### config.mk
export PLATFORM = sky130hd
export DESIGN_NAME = lrf_regfile
export DESIGN_NICKNAME = d
export VERILOG_FILES = /design/src/rtl/lrf_pkg.sv /design/src/rtl/lrf_pending.sv /design/src/rtl/lrf_gpr_array.sv /design/src/rtl/lrf_spec_regs.sv /design/src/rtl/lrf_regfile.sv
export SDC_FILE = /design/constraint.sdc
export NUM_CORES = 2
export LEC_CHECK = 0
export ABC_CLOCK_PERIOD_IN_PS = 3800
export BUFFER_PORTS_ARGS = -buffer_cell sky130_fd_sc_hd__buf_2
export CORE_MARGIN = 8
export CORE_UTILIZATION = 30
export DETAILED_ROUTE_END_ITERATION = 8
export PLACE_DENSITY = 0.53
export SLEW_MARGIN = 30
export SYNTH_ARGS = -nofsm -noshare
export SYNTH_HDL_FRONTEND = slang
export SYNTH_SLANG_ARGS = --single-unit
### constraint.sdc
create_clock -name clk -period 3.8 [get_ports clk]
set_clock_uncertainty 0.05 [all_clocks]
set_input_delay 0.19 -clock clk [delete_from_list [all_inputs] [get_ports clk]]
set_output_delay 0.19 -clock clk [all_outputs]
set_load 0.05 [all_outputs]
### src/rtl/lrf_pkg.sv
package lrf_pkg;

    localparam int LRF_XLEN = 32;
    localparam int LRF_NREG = 32;
    localparam int LRF_IDXW = $clog2(LRF_NREG);
    localparam logic [LRF_XLEN-1:0] LRF_BOOT_PC = 32'hBFC0_0000;

    typedef logic [LRF_XLEN-1:0] word_t;
    typedef logic [LRF_IDXW-1:0] idx_t;

    // one pending delayed-load entry
    typedef struct packed {
        logic  vld;
        idx_t  idx;
        word_t data;
    } ld_ent_t;

    // one write into the register array
    typedef struct packed {
        logic  en;
        idx_t  idx;
        word_t data;
    } wport_t;

    function automatic logic ent_hit(ld_ent_t e, idx_t i);
        return e.vld && (e.idx == i);
    endfunction

    function automatic wport_t ent_to_wport(ld_ent_t e, logic go);
        wport_t w;
        w.en   = go && e.vld;
        w.idx  = e.idx;
        w.data = e.data;
        return w;
    endfunction

endpackage

### src/rtl/lrf_pending.sv
module lrf_pending
    import lrf_pkg::*;
(
    input  logic    clk,
    input  logic    rst,
    input  logic    step_adv,
    input  logic    step_flush,
    input  logic    wr_en,
    input  idx_t    wr_idx,
    input  ld_ent_t ld_req,
    output wport_t  commit_old,
    output wport_t  commit_new,
    output ld_ent_t com_q,
    output logic    overrun_q
);

    ld_ent_t iss_q;
    ld_ent_t iss_mid, com_mid;
    ld_ent_t iss_d, com_d;
    logic    step_any, ld_ok, ld_bad;

    always_comb begin
        step_any = step_adv || step_flush;

        // committing entry always drains on a step; issued one drains too on flush
        commit_old = ent_to_wport(com_q, step_any);
        commit_new = ent_to_wport(iss_q, step_flush);

        // slot contents after the step
        iss_mid = iss_q;
        com_mid = com_q;
        if (step_any) begin
            iss_mid = '0;
            com_mid = step_flush ? '0 : iss_q;
        end

        ld_ok  = ld_req.vld && !iss_mid.vld;
        ld_bad = ld_req.vld &&  iss_mid.vld;

        // later writers cancel a clashing committing entry
        com_d = com_mid;
        if (wr_en && ent_hit(com_mid, wr_idx))
            com_d.vld = 1'b0;
        if (ld_ok && ent_hit(com_mid, ld_req.idx))
            com_d.vld = 1'b0;

        iss_d = ld_ok ? ld_req : iss_mid;
    end

    always_ff @(posedge clk) begin
        if (rst) begin
            iss_q     <= '0;
            com_q     <= '0;
            overrun_q <= 1'b0;
        end else begin
            iss_q     <= iss_d;
            com_q     <= com_d;
            overrun_q <= overrun_q || ld_bad;
        end
    end

    AST_STEP_EMPTIES_ISSUED: assert property (@(posedge clk) disable iff (rst)
        (step_adv || step_flush) && !ld_req.vld |=> !iss_q.vld);
    AST_FLUSH_DRAINS_ALL: assert property (@(posedge clk) disable iff (rst)
        step_flush |=> !com_q.vld);
    AST_OVERRUN_STICKY: assert property (@(posedge clk) disable iff (rst)
        overrun_q |=> overrun_q);
    AST_OVERRUN_DROPS: assert property (@(posedge clk) disable iff (rst)
        ld_req.vld && iss_q.vld && !step_adv && !step_flush |=> $stable(iss_q) && overrun_q);
    AST_WRITE_CANCELS: assert property (@(posedge clk) disable iff (rst)
        wr_en && !step_adv && !step_flush && ent_hit(com_q, wr_idx) |=> !com_q.vld);
    AST_LOAD_CANCELS: assert property (@(posedge clk) disable iff (rst)
        ld_req.vld && !iss_q.vld && !step_adv && !step_flush && ent_hit(com_q, ld_req.idx)
        |=> !com_q.vld);
    AST_STEP_WITH_LOAD: assert property (@(posedge clk) disable iff (rst)
        step_adv && !step_flush && ld_req.vld |=> iss_q.vld && !overrun_q == !$past(overrun_q));

endmodule

### src/rtl/lrf_gpr_array.sv
module lrf_gpr_array
    import lrf_pkg::*;
#(
    parameter int NWP = 3,
    parameter int NRP = 2
) (
    input  logic   clk,
    input  logic   rst,
    input  wport_t wp [NWP],
    input  idx_t   rd_idx [NRP],
    output word_t  rd_val [NRP]
);

    word_t mem [LRF_NREG];

    // later port index wins when two ports name the same register
    always_ff @(posedge clk) begin
        if (rst) begin
            for (int r = 0; r < LRF_NREG; r++)
                mem[r] <= '0;
        end else begin
            for (int p = 0; p < NWP; p++)
                if (wp[p].en && (wp[p].idx != '0))
                    mem[wp[p].idx] <= wp[p].data;
        end
    end

    for (genvar g = 0; g < NRP; g++) begin : g_rd
        assign rd_val[g] = (rd_idx[g] == '0) ? '0 : mem[rd_idx[g]];

        always @(posedge clk) begin
            if (!rst && rd_idx[g] == '0)
                AST_ZERO_READS_ZERO: assert (rd_val[g] == '0);
        end
    end

endmodule

### src/rtl/lrf_spec_regs.sv
module lrf_spec_regs
    import lrf_pkg::*;
#(
    parameter word_t BOOT_PC = LRF_BOOT_PC
) (
    input  logic  clk,
    input  logic  rst,
    input  logic  pc_we,
    input  word_t pc_wdata,
    input  logic  hi_we,
    input  word_t hi_wdata,
    input  logic  lo_we,
    input  word_t lo_wdata,
    output word_t pc_q,
    output word_t hi_q,
    output word_t lo_q
);

    always_ff @(posedge clk) begin
        if (rst) begin
            pc_q <= BOOT_PC;
            hi_q <= '0;
            lo_q <= '0;
        end else begin
            if (pc_we) pc_q <= pc_wdata;
            if (hi_we) hi_q <= hi_wdata;
            if (lo_we) lo_q <= lo_wdata;
        end
    end

    AST_HI_HOLDS: assert property (@(posedge clk) disable iff (rst)
        !hi_we |=> $stable(hi_q));
    AST_PC_LOADS: assert property (@(posedge clk) disable iff (rst)
        pc_we |=> pc_q == $past(pc_wdata));

endmodule

### src/rtl/lrf_regfile.sv
module lrf_regfile
    import lrf_pkg::*;
#(
    parameter logic [LRF_XLEN-1:0] BOOT_PC = LRF_BOOT_PC
) (
    input  logic                clk,
    input  logic                rst,
    input  logic                step_adv,
    input  logic                step_flush,
    input  logic                wr_en,
    input  logic [LRF_IDXW-1:0] wr_idx,
    input  logic [LRF_XLEN-1:0] wr_data,
    input  logic                ld_en,
    input  logic [LRF_IDXW-1:0] ld_idx,
    input  logic [LRF_XLEN-1:0] ld_data,
    input  logic [LRF_IDXW-1:0] rd_a_idx,
    input  logic [LRF_IDXW-1:0] rd_b_idx,
    output logic [LRF_XLEN-1:0] rd_a_plain,
    output logic [LRF_XLEN-1:0] rd_a_fwd,
    output logic [LRF_XLEN-1:0] rd_b_plain,
    output logic [LRF_XLEN-1:0] rd_b_fwd,
    input  logic                pc_we,
    input  logic [LRF_XLEN-1:0] pc_wdata,
    input  logic                hi_we,
    input  logic [LRF_XLEN-1:0] hi_wdata,
    input  logic                lo_we,
    input  logic [LRF_XLEN-1:0] lo_wdata,
    output logic [LRF_XLEN-1:0] pc_q,
    output logic [LRF_XLEN-1:0] hi_q,
    output logic [LRF_XLEN-1:0] lo_q,
    output logic                ld_overrun
);

    localparam int NRP = 2;
    localparam int NWP = 3;

    ld_ent_t ld_req, com_q;
    wport_t  commit_old, commit_new, direct_w;
    wport_t  wp [NWP];
    idx_t    rd_idx [NRP];
    word_t   plain [NRP];
    word_t   fwd [NRP];

    assign ld_req   = '{vld: ld_en, idx: ld_idx, data: ld_data};
    assign direct_w = '{en: wr_en, idx: wr_idx, data: wr_data};

    // array priority: committing < issued (flush) < direct write
    assign wp[0] = commit_old;
    assign wp[1] = commit_new;
    assign wp[2] = direct_w;

    lrf_pending u_pend (
        .clk        (clk),
        .rst        (rst),
        .step_adv   (step_adv),
        .step_flush (step_flush),
        .wr_en      (wr_en),
        .wr_idx     (wr_idx),
        .ld_req     (ld_req),
        .commit_old (commit_old),
        .commit_new (commit_new),
        .com_q      (com_q),
        .overrun_q  (ld_overrun)
    );

    lrf_gpr_array #(.NWP(NWP), .NRP(NRP)) u_gpr (
        .clk    (clk),
        .rst    (rst),
        .wp     (wp),
        .rd_idx (rd_idx),
        .rd_val (plain)
    );

    lrf_spec_regs #(.BOOT_PC(BOOT_PC)) u_spec (
        .clk      (clk),
        .rst      (rst),
        .pc_we    (pc_we),
        .pc_wdata (pc_wdata),
        .hi_we    (hi_we),
        .hi_wdata (hi_wdata),
        .lo_we    (lo_we),
        .lo_wdata (lo_wdata),
        .pc_q     (pc_q),
        .hi_q     (hi_q),
        .lo_q     (lo_q)
    );

    assign rd_idx[0] = rd_a_idx;
    assign rd_idx[1] = rd_b_idx;

    for (genvar g = 0; g < NRP; g++) begin : g_fwd
        assign fwd[g] = (ent_hit(com_q, rd_idx[g]) && rd_idx[g] != '0) ? com_q.data : plain[g];

        always @(posedge clk) begin
            if (!rst && !com_q.vld)
                AST_FWD_EQ_PLAIN_IDLE: assert (fwd[g] == plain[g]);
        end
    end

    assign rd_a_plain = plain[0];
    assign rd_a_fwd   = fwd[0];
    assign rd_b_plain = plain[1];
    assign rd_b_fwd   = fwd[1];

endmodule

After elaboration in Yosys (flattened, before gate mapping)
Memory sizes are Yosys's and may differ from the RTL's.
Index checks and enable logic that the tools add are counted.
{ "totals": {"reg_bits": 173, "mem_bits_rw": 1024, "input_bits": 189, "out_inout_bits": 225, "wordCells": 73, "n_memories": 1} }
{ "classes": {"n_eq_ne": 4, "n_mux": 28, "n_reduce_logical": 30} }
{ "mem_list": {"columns": ["name", "words", "width", "read_ports", "rd_ports_with_merged_regs", "write_ports", "line_no", "text"], "rows": [
  ["u_gpr.mem", 32, 32, 2, 0, 32, "lrf_gpr_array.sv:14", "word_t mem [LRF_NREG];"]
]} }
{ "op_table": {"columns": ["operator", "count"], "rows": [
  ["two-way mux 32 bit", 7],
  ["two-way mux 38 bit", 4],
  ["OR reduction 32 bit", 3],
  ["nonzero test 5 bit", 5],
  ["== test 5 bit", 4],
  ["logical AND 1 bit", 15],
  ["two-way mux 5 bit", 3],
  ["two-way mux 1 bit", 14],
  ["zero test 5 bit", 2],
  ["OR reduction 3 bit", 1],
  ["logical OR 1 bit", 2],
  ["nonzero test 2 bit", 1],
  ["zero test 1 bit", 1]
]} }

Longest topological paths before layout
{ "logic_depth": {"word_depth": 8, "depth_mapped": 9, "depth_no_buf": 5} }

Hierarchy
A second synthesis with hierarchy kept.
{ "unflattened": {"cells_unflattened": 7117, "area_unflattened_um2": 76185.6} }
{ "by_module_without_submodules": {"columns": ["module", "n_inst", "cells_each", "area_per_inst_um2", "seq_area_each_um2"], "rows": [
  ["lrf_gpr_array", 1, 6320, 68099.1, 30749.5],
  ["lrf_spec_regs", 1, 311, 3455.8, 1921.8],
  ["lrf_pending", 1, 396, 3442.1, 1541.5],
  ["lrf_regfile", 1, 90, 1188.6, 0.0]
]} }

Least setup slack after synthesis
Ideal clock, no wire load.
{ "synth_timing": {"kind": "register to register", "startpoint": "reg u_pend.com_q[37] (netlist name)", "endpoint": "mem u_gpr.mem[12][0] (netlist name), enable pin", "setup_time_ns": 0.466, "t_arrival_ns": 3.586, "t_required_ns": 3.284, "slack_ns": -0.302, "path_stages_with_launch": 6, "path_buffers": 2, "cell_sequence": "dfxtp_1 and2b_1 or4b_1 buf_2 buf_6 o21ai_0"} }
{ "synth_rtl": {"columns": ["element", "line_no"], "rows": [
  ["end, declared", "lrf_gpr_array.sv:14"]
]} }

Worst setup path in the final report
{ "layout_timing": {"startpoint": "in rd_b_idx[1]", "endpoint": "out rd_b_fwd[0]"} }
{ "layout_between": {"elab_chain_len": 4, "elab_cells_between_ends": 8, "cone_classes": "eq/ne (1); mux (2); reduce/logical (4); memory (1)"} }
{ "layout_rtl": {"columns": ["element", "line_no", "text"], "rows": [
  ["start, declared", "lrf_regfile.sv:17", "input logic [LRF_IDXW-1:0] rd_b_idx,"],
  ["branches (longest 3 deep; another with memory (32 x 32 bit))", null, null],
  ["two-way mux 32 bit *", "lrf_regfile.sv:92", "assign fwd[g] = (ent_hit(com_q, rd_idx[g]) && rd_idx[g] != '0) ? com_q.data : plain[g];"],
  ["end, declared", "lrf_regfile.sv:21", "output logic [LRF_XLEN-1:0] rd_b_fwd,"]
]} }
Every way passes the cells marked *.

==> results.md <==
Outcome:
- The flow ran to the end, but the final reports show violations.
- The checks that failed: hold timing, setup timing.

Worst setup path:
- The maximum fanout along the worst path is 23.
- The critical path data required time is 3560 ps.
- The category of the most critical setup path is input pin to primary output.
- The critical path capture point type is a primary output.
- At the worst endpoint, the arrival time is around 3600 ps.
- The kind of start point of the critical path is an input pin.

Cells and area:
- Relative to the synthesized area, the layout overhead comes to 19.5%.
- Cells fill a little over a third of the core in the end.
- The final instance count without filler cells is ~11,000.
- The net count of the finished layout is 8,078.
- Of the cells placed in the final design, the portion with a size suffix greater than 1 is 18.1%.
- The fill cell instance count of the final layout is 25,100.
- In the layout the commonest cells are sky130_fd_sc_hd__mux2i_1, sky130_fd_sc_hd__edfxtp_1, sky130_fd_sc_hd__a22oi_1.
- The library cell used most frequently in the layout, excluding fill and tap cells, is sky130_fd_sc_hd__mux2i_1.

Die:
- The region available for standard cell placement spans 0.256 sq mm.
- The top-level I/O count is 414.
- The die covers 0.274 sq mm.
- The width of the die is roughly 520 um.
- The starting utilization of the core area is 30.1%.
- The number of standard-cell rows in the floorplan is 186.
- The chip height is 523 um.

Synthesis:
- For this run, the register share of the synthesized area comes to 44.3%.
- The share of cell area taken by muxes after synthesis is between 10% and 20%.
- The synthesized netlist devotes 9.85% of its cell area to simple gates.
- The post-synthesis compound-gate area fraction is between 10% and 20%.
- By area the synthesized netlist is led by sky130_fd_sc_hd__edfxtp_1, sky130_fd_sc_hd__mux2i_1, sky130_fd_sc_hd__a22oi_1.
- After synthesis the netlist holds a flip-flop and latch count of 1,197.
- The predominant post-synthesis flop cell is sky130_fd_sc_hd__edfxtp_1.
- The synthesized design spends more area on one cell type than any other, namely sky130_fd_sc_hd__edfxtp_1.
- The adder and majority cell fraction of the synthesized area is 0%.
- The gate count of the mapped netlist is 7,734.
- The synthesized netlist occupies a cell area of approximately 0.077 sq mm.
- The synthesized area divided by synthesized cell count is 9.99 sq um.
- By area, the combinational part of the netlist is dominated by compound AO/OA/AOI/OAI gates.
- During synthesis, Yosys emitted a total of 0 warnings.
- Summing the areas of all xor and xnor instances in the mapped netlist gives 0.159% of the synthesized area.
- The share of Yosys cell area claimed by the top area cell type is 39.8%.
- After synthesis, the netlist uses 55 different library cells.
- The synthesized design contains between 1,000 and 1,500 enable-type register cells.
- The proportion of synthesized flip-flops having asynchronous set or reset is 0%.

Pwr:
- For this design the ratio of total power to cell area is 390 mW/mm^2.
- VDD sags by at most about 0.34 mV.
- In this run the static leakage power is 0.0329 uW.
- The power after layout is 36,000 uW.

Drt:
- The count of nets left with antenna violations once routing finished came out at 0.
- The via density per instance is 6.24.
- The overall via count from detail_route is 71,000.
- The final routed wirelength across all metal layers is about 370,000 um.
- For this run, design rule violations remaining after detail routing come to 0.
- The violation count after the first detailed-routing iteration is 10,300.
- The number of iterations in the first detailed-routing pass is 7.
- The routed length per instance is 32.8 um.

Place:
- After detailed placement, the design holds a cell count of 11,000.
- The weighted congestion at the end of routability-driven global placement is 0.951.
- The detailed-placement wirelength estimate is 244,000 um.
- The total of buffers placed on input and output ports is approximately 410.

Global routing:
- The wire length of the first global-routing pass is 519,000 um.
- The initial antenna violation count came to 13.
- Summed over all layers, the global routing overflow is 0.
- The number of global-route vias before repair is between 60,000 and 70,000.
- The total global-route track usage is roughly a quarter.
- Entering global routing, the biggest net connects 163 pins.

Timing:
- The count of final hold-check violations came to 1.
- The portion of the clock cycle consumed by the worst path in the final layout is 101%.
- Setup repair after global routing left no endpoint under its margin.
- On the final layout, the worst hold slack is -1.37 ps.
- The final setup violation count is 1.
- For the pin with the worst max-slew slack, the measured transition is ~1100 ps.
- The final number of max-transition violations came to 0.
- Measured against its own limit, the worst slew margin works out to 27.9%.
- Adding up every negative setup slack in the final design gives -29.8 ps.
- Derived from the worst setup path, the maximum achievable clock frequency is 0.261 GHz.
- After layout, the worst setup slack is -29.8 ps.
- The minimum clock period after layout is around 3800 ps.

Clocking:
- CTS built an H-tree with a depth of 4.
- The post-CTS clock slew at the launch and capture registers of the worst setup and hold paths is 60 ps.
- The clock passes through at most 4 buffers.
- The number of resized instances in the post-cts repair step is 0.
- The number of clock buffers added by TritonCTS is around 150.
- The buffer cell driving the clock tree root is sky130_fd_sc_hd__clkbuf_16.
- TritonCTS built the clock tree.
- The number of clock sinks seen by CTS is 1,197.
- The later pin in the worst-skew pair is clocked with a latency of between 800 and 900 ps.

Min path:
- The min-delay analysis places its worst path in the category input pin to flop.

Run:
- The tool flagged a number of max-cap violations equal to 0.
## cells in the mapped netlist (5+ instances only)
cell                          n
sky130_fd_sc_hd__nor3_4       9
sky130_fd_sc_hd__or4_1       48
sky130_fd_sc_hd__nor3_1      23
sky130_fd_sc_hd__buf_1       64
sky130_fd_sc_hd__a221oi_1   115
sky130_fd_sc_hd__nand4_1      5
sky130_fd_sc_hd__o21ai_0    633
sky130_fd_sc_hd__a31oi_1     24
sky130_fd_sc_hd__o21ai_1     86
sky130_fd_sc_hd__or3_1       16
sky130_fd_sc_hd__nand3b_1    11
sky130_fd_sc_hd__nor2b_1     36
sky130_fd_sc_hd__a221oi_2    40
sky130_fd_sc_hd__nand2b_1     8
sky130_fd_sc_hd__buf_2      204
sky130_fd_sc_hd__edfxtp_1  1024
sky130_fd_sc_hd__mux2i_1   1220
sky130_fd_sc_hd__nor4_1      25
sky130_fd_sc_hd__buf_4       56
sky130_fd_sc_hd__a211o_1      9
sky130_fd_sc_hd__nand2_1    977
sky130_fd_sc_hd__o31ai_1    189
sky130_fd_sc_hd__a211oi_1    22
sky130_fd_sc_hd__or2_2        6
sky130_fd_sc_hd__clkbuf_1   746
sky130_fd_sc_hd__nor3_2      35
sky130_fd_sc_hd__mux2_2      22
sky130_fd_sc_hd__mux4_2     128
sky130_fd_sc_hd__dfxtp_1    173
sky130_fd_sc_hd__a21oi_1    213
sky130_fd_sc_hd__xnor2_1     10
sky130_fd_sc_hd__a22oi_1    970
sky130_fd_sc_hd__nor2_1     539
sky130_fd_sc_hd__nand3_1      7
## worst max-delay path: stages
cell and delay (ps):
sky130_fd_sc_hd__buf_8 340, sky130_fd_sc_hd__buf_12 290, sky130_fd_sc_hd__buf_4 200, sky130_fd_sc_hd__buf_4 270, sky130_fd_sc_hd__mux2i_1 120, sky130_fd_sc_hd__a22oi_1 380, sky130_fd_sc_hd__a21oi_1 250, sky130_fd_sc_hd__nor4_1 750
sky130_fd_sc_hd__buf_4 260, sky130_fd_sc_hd__mux2_2 150, sky130_fd_sc_hd__buf_2 260
## repair_timing
item | 4_1_cts | 5_1_grt
endpoints found under the hold margin | 174 | 27
setup buffers | 0 | 0
setup endpoints to repair | 0 | 0
hold buffers | 169 | 1
## state kept, by name (all words and copies together), names as in the netlist
register / count
u_gpr.mem: 1024
u_pend.com_q: 38
u_pend.commit_new: 37
u_pend.iss_q: 1
u_pend.overrun_q: 1
u_spec.hi_q: 32
u_spec.lo_q: 32
u_spec.pc_q: 32
## stage by stage
stage / setup WS, ps / cell area, sq um / hold slack [ps]
after floorplan: -302 / 77400 / 257
after global placement: -88.0 / 85800 / 347
after detailed placement: 259 / 85900 / 351
after CTS: 110 / 92200 / 0.278
after global routing: 114 / 92300 / 16.0
final: -29.8 / 92300 / -1.37
## cell families after synthesis
group / Yosys count
compound gates: 2306
simple gates: 1768
mux: 1370
flops: 1197
buf+inv: 1078
xor+xnor: 14
other cells: 1
## metal layers
layer	global-route usage [%]	up-vias	part of all wire [%]
li1	-	29500	-
met3	5.71	1079	11
met1	33.3	35000	38
met5	0	-	0.015
met4	15.6	8	7.2
met2	39.6	5350	43
## final timing paths
kind	from	end	slack, ps	depth (start not counted)
worst max-delay path	rd_b_idx[1]	rd_b_fwd[0]	-30	11
worst min-delay path	wr_data[29]	u_gpr.mem[22][29]	-1	3
worst max register to register	u_pend.commit_new[34]	u_gpr.mem[17][4]	670	6
worst min register to register	u_spec.hi_q[13]	u_spec.hi_q[13]	440	2
## report_power, final
part           internal, uW  switching, uW  total, uW
clock                  8130           5980      14100
combinational          2280           4240       6520
sequential            14900            480      15300
## cell type report
type                       instances  area (sq um)  share of cell area (%)
clock inverter                    49           419                   0.454
timing repair buffer            1054          9670                    10.5
antenna                            5          12.5                  0.0136
multi-input combinational       5490         39600                    42.9
clock buffer                     199          4140                    4.49
sequential                      1197         34200                    37.1
tap                             3384          4230                    4.59
(Power assumes the default switching activity.)
